**src/rtl/intc_cfg_clkgen.sv**
```systemverilog
module intc_cfg_clkgen (
  input  logic       clk,
  input  logic       rst_n,
  input  logic       cfg_we,
  input  logic [7:0] cfg_wdata,
  output logic [7:0] cfg_rdata,
  input  logic       pm_smi,
  input  logic       pm_sci,
  input  logic       gpio16_in,
  input  logic       gpio17_in,
  input  logic       mem_win_hit,
  output logic       mem_claim,
  output logic       mem_forward,
  output logic       msg_bus_en,
  output logic       irq22,
  output logic       irq23,
  output logic       smi_assert,
  output logic       sci_sel_off,
  output logic       bus_clk_out,
  output logic       bus_clk_oe
);
  localparam logic [1:0] SEL_DIV4 = 2'b00;
  localparam logic [1:0] SEL_DIV2 = 2'b01;
  localparam logic [1:0] SEL_PASS = 2'b10;
  localparam logic [1:0] SEL_EXT  = 2'b11;

  logic [4:0] cfg_q;
  logic [1:0] act_sel;
  logic [1:0] ph;
  logic       div_q;
  logic       boundary;

  always_ff @(posedge clk) begin
    if (!rst_n)      cfg_q <= '0;
    else if (cfg_we) cfg_q <= cfg_wdata[4:0];
  end

  assign cfg_rdata = {3'b000, cfg_q};

  wire ctl_en    = cfg_q[0];
  wire smi_redir = cfg_q[1];
  wire sci_redir = cfg_q[2];

  assign msg_bus_en  = ctl_en;
  assign mem_claim   = mem_win_hit & ctl_en;
  assign mem_forward = mem_win_hit & ~ctl_en;

  assign irq23      = smi_redir ? pm_smi : gpio17_in;
  assign smi_assert = pm_smi & ~smi_redir;
  assign irq22      = sci_redir ? pm_sci : gpio16_in;
  assign sci_sel_off = sci_redir;

  always_comb begin
    case (act_sel)
      SEL_DIV4: boundary = (ph == 2'd3);
      SEL_DIV2: boundary = (ph == 2'd1);
      default:  boundary = 1'b1;
    endcase
  end

  always_ff @(posedge clk) begin
    if (!rst_n) begin
      act_sel <= SEL_DIV4;
      ph      <= 2'd3;
      div_q   <= 1'b0;
    end else if (boundary) begin
      act_sel <= cfg_q[4:3];
      ph      <= 2'd0;
      div_q   <= ~cfg_q[4];
    end else begin
      ph      <= ph + 2'd1;
      div_q   <= (act_sel == SEL_DIV4) && (ph == 2'd0);
    end
  end

  assign bus_clk_oe  = (act_sel != SEL_EXT);
  assign bus_clk_out = (act_sel == SEL_PASS) ? clk :
                       (act_sel == SEL_EXT)  ? 1'b0 : div_q;
endmodule

```
**config.mk**
```make
export PLATFORM = sky130hd
export DESIGN_NAME = intc_cfg_clkgen
export DESIGN_NICKNAME = d
export VERILOG_FILES = /design/src/rtl/intc_cfg_clkgen.sv
export SDC_FILE = /design/constraint.sdc
export NUM_CORES = 1
export LEC_CHECK = 0
export ABC_CLOCK_PERIOD_IN_PS = 3100
export CORE_MARGIN = 8
export CORE_UTILIZATION = 37
export CTS_CLUSTER_SIZE = 8
export DETAILED_ROUTE_END_ITERATION = 8
export GPL_TIMING_DRIVEN = 0
export PLACE_DENSITY_LB_ADDON = 0.25
export SLEW_MARGIN = 10
export SYNTH_ARGS = -nofsm -noshare
export SYNTH_HDL_FRONTEND = slang
export SYNTH_SLANG_ARGS = --single-unit
```
**constraint.sdc**
```tcl
create_clock -name clk -period 3.1 [get_ports clk]
set_clock_uncertainty 0.15 [all_clocks]
set_input_delay 0.31 -clock clk [delete_from_list [all_inputs] [get_ports clk]]
set_output_delay 0.31 -clock clk [all_outputs]
set_load 0.1 [all_outputs]
```
======== Word level (Yosys, flattened, before mapping) ========
Index checks and enable logic that the tools add are counted.
operators by class
  add/sub/neg operators ................... 1
  equal/unequal tests ..................... 6
  muxes and demuxes ....................... 7
  bitwise operators ....................... 6
  reductions and logical operators ........ 3
operator list
  kind                   count
  $eq A2 B2 Y1 const B   3
  $mux W1                5
  $eq A2 B1 Y1 const B   2
  $logic_not A2 Y1       2
  $and A1 B1 Y1          3
  $not A1 Y1             3
  $add A2 B1 Y2 const B  1
  $mux W2                1
  $ne A2 B2 Y1 const B   1
  $pmux W1 S2            1
  $logic_and A1 B1 Y1    1
word-level totals
  bits in registers ....................... 10

======== Logic depth before layout (Yosys ltp) ========
Gate-level depths: netlist of run 1.
  word-level depth ........................ 3
  depth in mapped cells ................... 5
  gate-level depth less buffers ........... 5

==> flow_metrics.tcl, run 1 <==
set metrics [dict create \
    synthFlopType "dfxtp_1" \
    synth_area_sq_um 510 \
    gp_congestion 0.725 \
    rows 13 \
    track_usage_pct 10.5 \
    clk_latency_ns 0.39 \
    vias 496 \
    pin_count 33 \
    register_area_sq_um 200 \
    synth_seq_cells 10 \
    rsz0062_at_grt "false" \
    drive_gt1_share_pct 16.7 \
    max_stage_delay_ns 0.61 \
    die_area_sq_mm 0.00282 \
    die_width_microns 53.1 \
    antenna_found_initial 0 \
    path_class "clock port to primary output" \
    synthDominantAreaCellType "dfxtp_1" \
    hold_slack_ns 0.213 \
    min_path_type "primary input to flop" \
    power.share.switching_pct 41.7 \
    drv_slew 0 \
    setup_viol 0 \
    wl_per_cell_microns 12.7 \
    layout.cells.most_common "clkdlybuf4s50_1" \
    p_per_area_mw_per_mm2 572 \
    p_leak_nw 0.367 \
    netlist.area_leader.share_pct 39.2 \
    drt_iter0_drc 22 \
    switchingPower_mw 0.198 \
    crit_family "buffers and inverters" \
    p_comb_share_pct 33.7 \
    area_delta_synth_final_pct 62.7 \
    drc_errors 0 \
    cp.required_ns 2.64 \
    core_sq_mm 0.00130 \
    fillers 130 \
    ys_seq_area_share_pct 39.2 \
    worstMarginPinSlew_ns 0.969 \
    outcome "completed" \
    avgSynthCellArea_sq_um 8.96 \
    path_buf_inv 3 \
    crit_top_cell "clkbuf_4" \
    diodes 0 \
    final_util_pct 63.8 \
    synth.distinct_cells 23 \
    yosys_warnings 0 \
    worstSetupPathDepth 5 \
    clkTransAtPathRegs_ns 0.06 \
    hold_path_depth 3 \
    vias_per_cell 4.72 \
    drv_cap 0 \
    die_h_microns 53.1 \
    worst_path_max_delay_cell "dlygate4sd2_1" \
    critPathCaptureType "primary output" \
    relSlewSlack_pct 35.2 \
    async_flop_share_pct 0 \
    fin_nets 109 \
    syn_inst 57 \
    overflow 0 \
    start_util_pct 39.2 \
    grt_max_degree 10 \
    internal_power_mw 0.277 \
    cp_max_fo 2 \
    crit_path_cell_trace "clkbuf_4 -> clkbuf_4 -> nand3b_1 -> o21ai_0 -> dlygate4sd2_1" \
    vdd_drop_max_v 0.000332 \
    rr_worst_depth 5 \
    seqPwrFrac_pct 30.9 \
    tritoncts "built" \
    cp.arrival_ns 2.54 \
    io_buffers 25 \
    critPathLaunchType "clock port" \
    grt_pass1_vias 466 \
    p_clk_share_pct 35.4 \
    synth-edff-count 0 \
    ys_top_cells_by_area "dfxtp_1 (39%), mux2i_1 (9.8%), buf_4 (7.4%), nor2_1 (5.9%), mux2_2 (4.4%)" \
    hold_viol 0 \
    drt_pre_antenna_iters 4 \
    routed_wl_mm 1.34 \
    hpwl_microns 989 \
    antenna_left 0 \
    layout_common_cells "clkdlybuf4s50_1 (24), dfxtp_1 (10), nor2_1 (8)" \
    grt_pass1_wl_mm 1.95 \
    multi_input_area_sq_um 258 \
]
stage by stage:
stage	area, sq um	TNS [ns]	cells	setup slack (ns)	total power [mW]
2_1_floorplan	518	0	59	0.0540	0.290
3_3_place_gp	787	-0.00708	99	-0.00708	0.331
3_5_place_dp	787	-0.00719	99	-0.00719	0.332
4_1_cts	831	0	105	0.0862	0.478
5_1_grt	831	0	105	0.0330	0.502
6_report	831	0	105	0.104	0.475
timing repair:
action / CTS / global route
gates resized for setup: 1 / 0
hold buffers: 0 / 0
endpoints found under the setup margin: 1 / 0
setup buffers: 0 / 0
synth_stat cells, types with 2 or more instances:
library cell	count
o21ai_0	3
nor2_1	8
mux2i_1	5
nor2b_1	2
buf_4	5
inv_1	4
dfxtp_1	10
mux2_2	2
clkbuf_1	2
a21oi_1	2
nand2_1	2
power groups by stage:
stage	logic (mW)	registers, mW	clock network [mW]
4_1_cts	0.161	0.147	0.171
5_1_grt	0.166	0.148	0.188
3_3_place_gp	0.159	0.149	0.0226
3_5_place_dp	0.160	0.149	0.0226
2_1_floorplan	0.0957	0.175	0.0184
6_report	0.160	0.147	0.168
cell type report:
cell class	count	share of cell area [%]
Multi-Input combinational cell	38	31.0
Timing Repair Buffer	24	28.9
Sequential cell	10	24.1
Clock buffer	7	6.48
Buffer	7	5.42
Tap cell	15	2.26
Inverter	4	1.81
tightest hold or removal path: cells and delay by family:
| family | cells | cell delay, ns |
|---|---|---|
| multiplexers | 1 | 0.16 |
| buffers and inverters | 1 | 0.18 |
| AND/OR/NAND/NOR | 1 | 0.07 |
metal layers:
layer | part of all wire [%] | wire (microns) | track usage (%) | vias up
li1 | - | - | - | 249
met1 | 39 | 516 | 8.61 | 206
met2 | 40 | 531 | 14.5 | 32
met5 | 0 | 0 | 0 | -
met4 | 3.6 | 48 | 12.2 | 0
met3 | 18 | 240 | 8.40 | 9
flip-flops by register name (all words and copies together) (netlist names):
register / flops
div_q: 1
cfg_q: 5
ph: 2
act_sel: 2
kinds of logic (layout without fill, tap and decap cells):
logic type	Yosys count	count (layout)	synth area share, %
other	1	3	0.735
DFF	10	10	39.2
muxes	7	7	14.2
adders and majority gates	1	1	2.45
xor gates and xnor gates	1	1	1.72
and+or+nand+nor	16	16	15.7
AOI/OAI and AO/OA	10	10	14.2
buffers and inverters	11	42	11.8
path summary, 6_finish.rpt:
kind / slack (ns) / to / start
min: 0.21 / cfg_q[1] / cfg_we
min reg2reg: 0.34 / act_sel[1] / cfg_q[4]
max reg2reg: 1.73 / div_q / ph[0]
max: 0.10 / bus_clk_out / clk
No activity file was read; power rests on OpenSTA's default activity.
==> inputs of run 2 (changes only) <==
--- a/config.mk
+++ b/config.mk
@@ -10,8 +10,10 @@
 export CORE_UTILIZATION = 37
 export CTS_CLUSTER_SIZE = 8
 export DETAILED_ROUTE_END_ITERATION = 8
+export GPL_ROUTABILITY_DRIVEN = 0
 export GPL_TIMING_DRIVEN = 0
 export PLACE_DENSITY_LB_ADDON = 0.25
+export REMOVE_ABC_BUFFERS = 1
 export SLEW_MARGIN = 10
 export SYNTH_ARGS = -nofsm -noshare
 export SYNTH_HDL_FRONTEND = slang
==> flow_metrics.tcl, run 2 (synthesis results as in run 1) <==
set metrics [dict create \
    outcome "completed" \
    setup_slack_ns 0.108 \
    worstMarginPinSlew_ns 0.982 \
    p_leak_nw 0.349 \
    die_width_microns 53.1 \
    die_area_sq_mm 0.00282 \
    track_usage_pct 10.3 \
    grt_pass1_wl_mm 1.99 \
    io_buffers 26 \
    drt_iter0_drc 6 \
    critPathCaptureType "primary output" \
    power.share.switching_pct 39.4 \
    ctsHoldBuffers 0 \
    start_util_pct 39.2 \
    largest_reg_flops 5 \
    layout_common_cells "clkdlybuf4s50_1 (25), dfxtp_1 (10), nor2_1 (8)" \
    core_sq_mm 0.00130 \
    overflow 0 \
    top_regs "cfg_q x5, act_sel x2, ph x2" \
    tns_ns 0 \
    drt_pre_antenna_iters 4 \
    hpwl_microns 984 \
    grt_max_degree 10 \
    switchingPower_mw 0.195 \
    cts-resized-gates 1 \
    vias_per_cell 4.72 \
    p_per_area_mw_per_mm2 611 \
    internal_power_mw 0.300 \
    fin_nets 103 \
    dp_cells 93 \
    vias 472 \
    place_ws_ns 0.00109 \
    relSlewSlack_pct 34.3 \
    min_path_type "flop to flop" \
    cp.arrival_ns 2.53 \
    pin_count 33 \
    regMostFlops "cfg_q" \
    post-cts-setup-buffers 0 \
    seqPwrFrac_pct 29.9 \
    fillers 119 \
    vdd_drop_max_v 0.000362 \
    setup_viol 0 \
    die_h_microns 53.1 \
    critPathLaunchType "clock port" \
    grt_pass1_vias 489 \
    clkTransAtPathRegs_ns 0.07 \
    drive_gt1_share_pct 12.9 \
    routed_wl_mm 1.25 \
    clk_latency_ns 0.37 \
    drv_cap 0 \
    antenna_found_initial 0 \
    rsz0062_at_grt "false" \
    final_cell_area_sq_um 810 \
    cp_max_fo 2 \
    cp.required_ns 2.64 \
    antenna_left 0 \
    p_clk_share_pct 38.8 \
    tritoncts "built" \
    wl_per_cell_microns 12.5 \
    diodes 0 \
    hold_viol 0 \
    layout.cells.most_common "clkdlybuf4s50_1" \
    area_delta_synth_final_pct 58.6 \
    drv_slew 0 \
    drc_errors 0 \
    p_comb_share_pct 31.3 \
    path_class "clock port to primary output" \
    final_cells 100 \
    place_area_sq_um 752 \
    rows 13 \
]
run 2: changes by cell type in the layout (fill, tap and decap cells not counted), sizes merged:
cell           change
clkbuf             -1
buf                -5
clkdlybuf4s50      +1
run 2: worst max-delay path: stages:
cell	delay, ns
clkbuf_4	0.11
clkbuf_4	0.12
nand3b_1	0.06
o21ai_0	0.08
dlygate4sd2_1	0.60
run 2: metal layers:
layer	wire length (microns)	global-route usage (%)	vias up
met5	0	0	-
met4	6	10.1	0
met3	119	8.40	2
met2	625	13.5	21
met1	493	9.58	211
li1	-	-	238
run 2: final timing paths:
path	slack, ns	from	cells after the start	end
min	0.33	cfg_q[4]	2	act_sel[1]
min reg2reg	0.33	cfg_q[4]	2	act_sel[1]
max reg2reg	1.71	ph[0]	5	div_q
max	0.11	clk	5	bus_clk_out
run 2: cell type report:
type / instances / area (sq um) / area share (%)
multi-input cells: 38 / 258 / 31.8
clock buffers: 8 / 67.6 / 8.35
inverters: 4 / 15.0 / 1.85
well taps: 15 / 18.8 / 2.32
repair buffers: 25 / 250 / 30.9
flip-flops and latches: 10 / 200 / 24.7
run 2: power by group through the flow:
stage	Sequential (mW)	Combinational (mW)	Clock (mW)
2_1_floorplan	0.187	0.0772	0.0184
3_3_place_gp	0.150	0.154	0.0226
3_5_place_dp	0.150	0.156	0.0226
4_1_cts	0.148	0.156	0.199
5_1_grt	0.149	0.162	0.211
6_report	0.148	0.155	0.192
run 2: per-stage QoR:
step                      hold slack, ns  total power, mW  utilization [%]
final                              0.334            0.495             62.2
after global routing               0.373            0.522             62.2
after CTS                          0.334            0.502             62.2
after detailed placement           0.323            0.329             57.8
after global placement             0.335            0.327             57.8
after floorplan                    0.236            0.283                -
==> inputs of run 3 (changes only) <==
--- a/config.mk
+++ b/config.mk
@@ -5,9 +5,9 @@
 export SDC_FILE = /design/constraint.sdc
 export NUM_CORES = 1
 export LEC_CHECK = 0
-export ABC_CLOCK_PERIOD_IN_PS = 3100
+export ABC_CLOCK_PERIOD_IN_PS = 3300
 export CORE_MARGIN = 8
-export CORE_UTILIZATION = 37
+export CORE_UTILIZATION = 34
 export CTS_CLUSTER_SIZE = 8
 export DETAILED_ROUTE_END_ITERATION = 8
 export GPL_ROUTABILITY_DRIVEN = 0
==> constraint.sdc (replaced) <==
create_clock -name clk -period 3.3 [get_ports clk]
set_clock_uncertainty 0.15 [all_clocks]
set_input_delay 0.33 -clock clk [delete_from_list [all_inputs] [get_ports clk]]
set_output_delay 0.33 -clock clk [all_outputs]
set_load 0.1 [all_outputs]
==> flow_metrics.tcl, run 3 (synthesis results as in run 1) <==
set metrics [dict create \
    seqPwrFrac_pct 29.5 \
    multi_input_area_sq_um 258 \
    drt_iter0_drc 1 \
    tns_ns 0 \
    clk_latency_ns 0.38 \
    vias 465 \
    p_clk_share_pct 39.5 \
    vdd_drop_max_v 0.000319 \
    path_buf_inv 3 \
    area_delta_synth_final_pct 58.8 \
    cp.required_ns 2.82 \
    path_class "clock port to primary output" \
    drv_cap 0 \
    drt_pre_antenna_iters 2 \
    rows 14 \
    largest_reg_flops 5 \
    grt_pass1_vias 467 \
    power.share.switching_pct 40.0 \
    pin_count 33 \
    layout_common_cells "clkdlybuf4s50_1 (25), dfxtp_1 (10), nor2_1 (8)" \
    relSlewSlack_pct 34.6 \
    drc_errors 0 \
    drive_gt1_share_pct 12.9 \
    regMostFlops "cfg_q" \
    cp.arrival_ns 2.63 \
    antenna_found_initial 0 \
    fin_nets 103 \
    register_area_sq_um 200 \
    diodes 0 \
    outcome "completed" \
    antenna_left 0 \
    place_area_sq_um 753 \
    rsz0062_at_grt "false" \
    ctsHoldBuffers 0 \
    setup_viol 0 \
    track_usage_pct 9.39 \
    clkTransAtPathRegs_ns 0.06 \
    wl_per_cell_microns 12.5 \
    crit_top_cell "clkbuf_4" \
    grt_max_degree 10 \
    top_regs "cfg_q x5, act_sel x2, ph x2" \
    max_stage_delay_ns 0.61 \
    place_ws_ns 0.0789 \
    min_path_type "flop to flop" \
    vias_per_cell 4.60 \
    drv_slew 0 \
    worst_path_max_delay_cell "dlygate4sd2_1" \
    post-cts-setup-buffers 0 \
    start_util_pct 35.1 \
    die_width_microns 54.8 \
    overflow 0 \
    critPathLaunchType "clock port" \
    internal_power_mw 0.282 \
    layout.cells.most_common "clkdlybuf4s50_1" \
    hpwl_microns 935 \
    routed_wl_mm 1.26 \
    hold_slack_ns 0.342 \
    setup_slack_ns 0.188 \
    hold_viol 0 \
    crit_family "buffers and inverters" \
    final_cell_area_sq_um 811 \
    p_per_area_mw_per_mm2 579 \
    crit_path_cell_trace "clkbuf_4 -> clkbuf_4 -> nand3b_1 -> o21ai_0 -> dlygate4sd2_1" \
    io_buffers 26 \
    die_h_microns 54.8 \
    fillers 140 \
    final_util_pct 55.8 \
    p_leak_nw 0.349 \
    worstMarginPinSlew_ns 0.977 \
    grt_pass1_wl_mm 1.84 \
    die_area_sq_mm 0.00300 \
    tritoncts "built" \
    cp_max_fo 2 \
    p_comb_share_pct 31.0 \
    critPathCaptureType "primary output" \
    switchingPower_mw 0.188 \
    core_sq_mm 0.00145 \
]
## run 3: cell counts in the layout (fill, tap and decap cells not counted)
Identical to the previous run, type by type.
## run 3: timing repair
action	in CTS	in global routing
endpoints found under the hold margin	0	0
setup endpoints to repair	1	0
resized for setup	1	0
## run 3: layout make-up
cell class / instances / area share [%]
Clock buffer: 8 / 8.33
Tap cell: 16 / 2.47
Timing Repair Buffer: 25 / 30.9
Multi-Input combinational cell: 38 / 31.8
Inverter: 4 / 1.85
Sequential cell: 10 / 24.7
## run 3: worst reg2reg max path: cells and delay by family, from the launching register on
family / cells / cell delay, ns
and+or+nand+nor: 1 / 0.06
adders and majority gates: 1 / 0.16
buffers and inverters: 1 / 0.09
AOI/OAI and AO/OA: 2 / 0.50
DFF: 1 / 0.36
## run 3: final timing paths
check / slack [ns] / startpoint / cells after the start / end
setup reg to reg: 1.91 / ph[0] / 5 / div_q
hold reg to reg: 0.34 / cfg_q[4] / 2 / act_sel[1]
setup / recovery: 0.19 / clk / 5 / bus_clk_out
hold / removal: 0.34 / cfg_q[4] / 2 / act_sel[1]
## run 3: power groups by stage
stage / combinational, mW / sequential, mW / clock (mW)
floorplan: 0.0725 / 0.176 / 0.0173
global placement: 0.145 / 0.141 / 0.0213
finish: 0.146 / 0.138 / 0.185
detailed placement: 0.146 / 0.141 / 0.0213
global route: 0.152 / 0.140 / 0.202
CTS: 0.146 / 0.138 / 0.194
## run 3: routing by layer
metal / share of wire, % / track usage, %
met1: 40 / 8.35
met2: 34 / 10.9
met3: 23 / 7.88
met4: 3.4 / 13.1
met5: 0 / 0
## run 3: per-stage QoR
| stage | power [mW] | cells |
|---|---|---|
| floorplan | 0.266 | 52 |
| global placement | 0.308 | 94 |
| detailed placement | 0.308 | 94 |
| CTS | 0.478 | 101 |
| global route | 0.494 | 101 |
| finish | 0.469 | 101 |
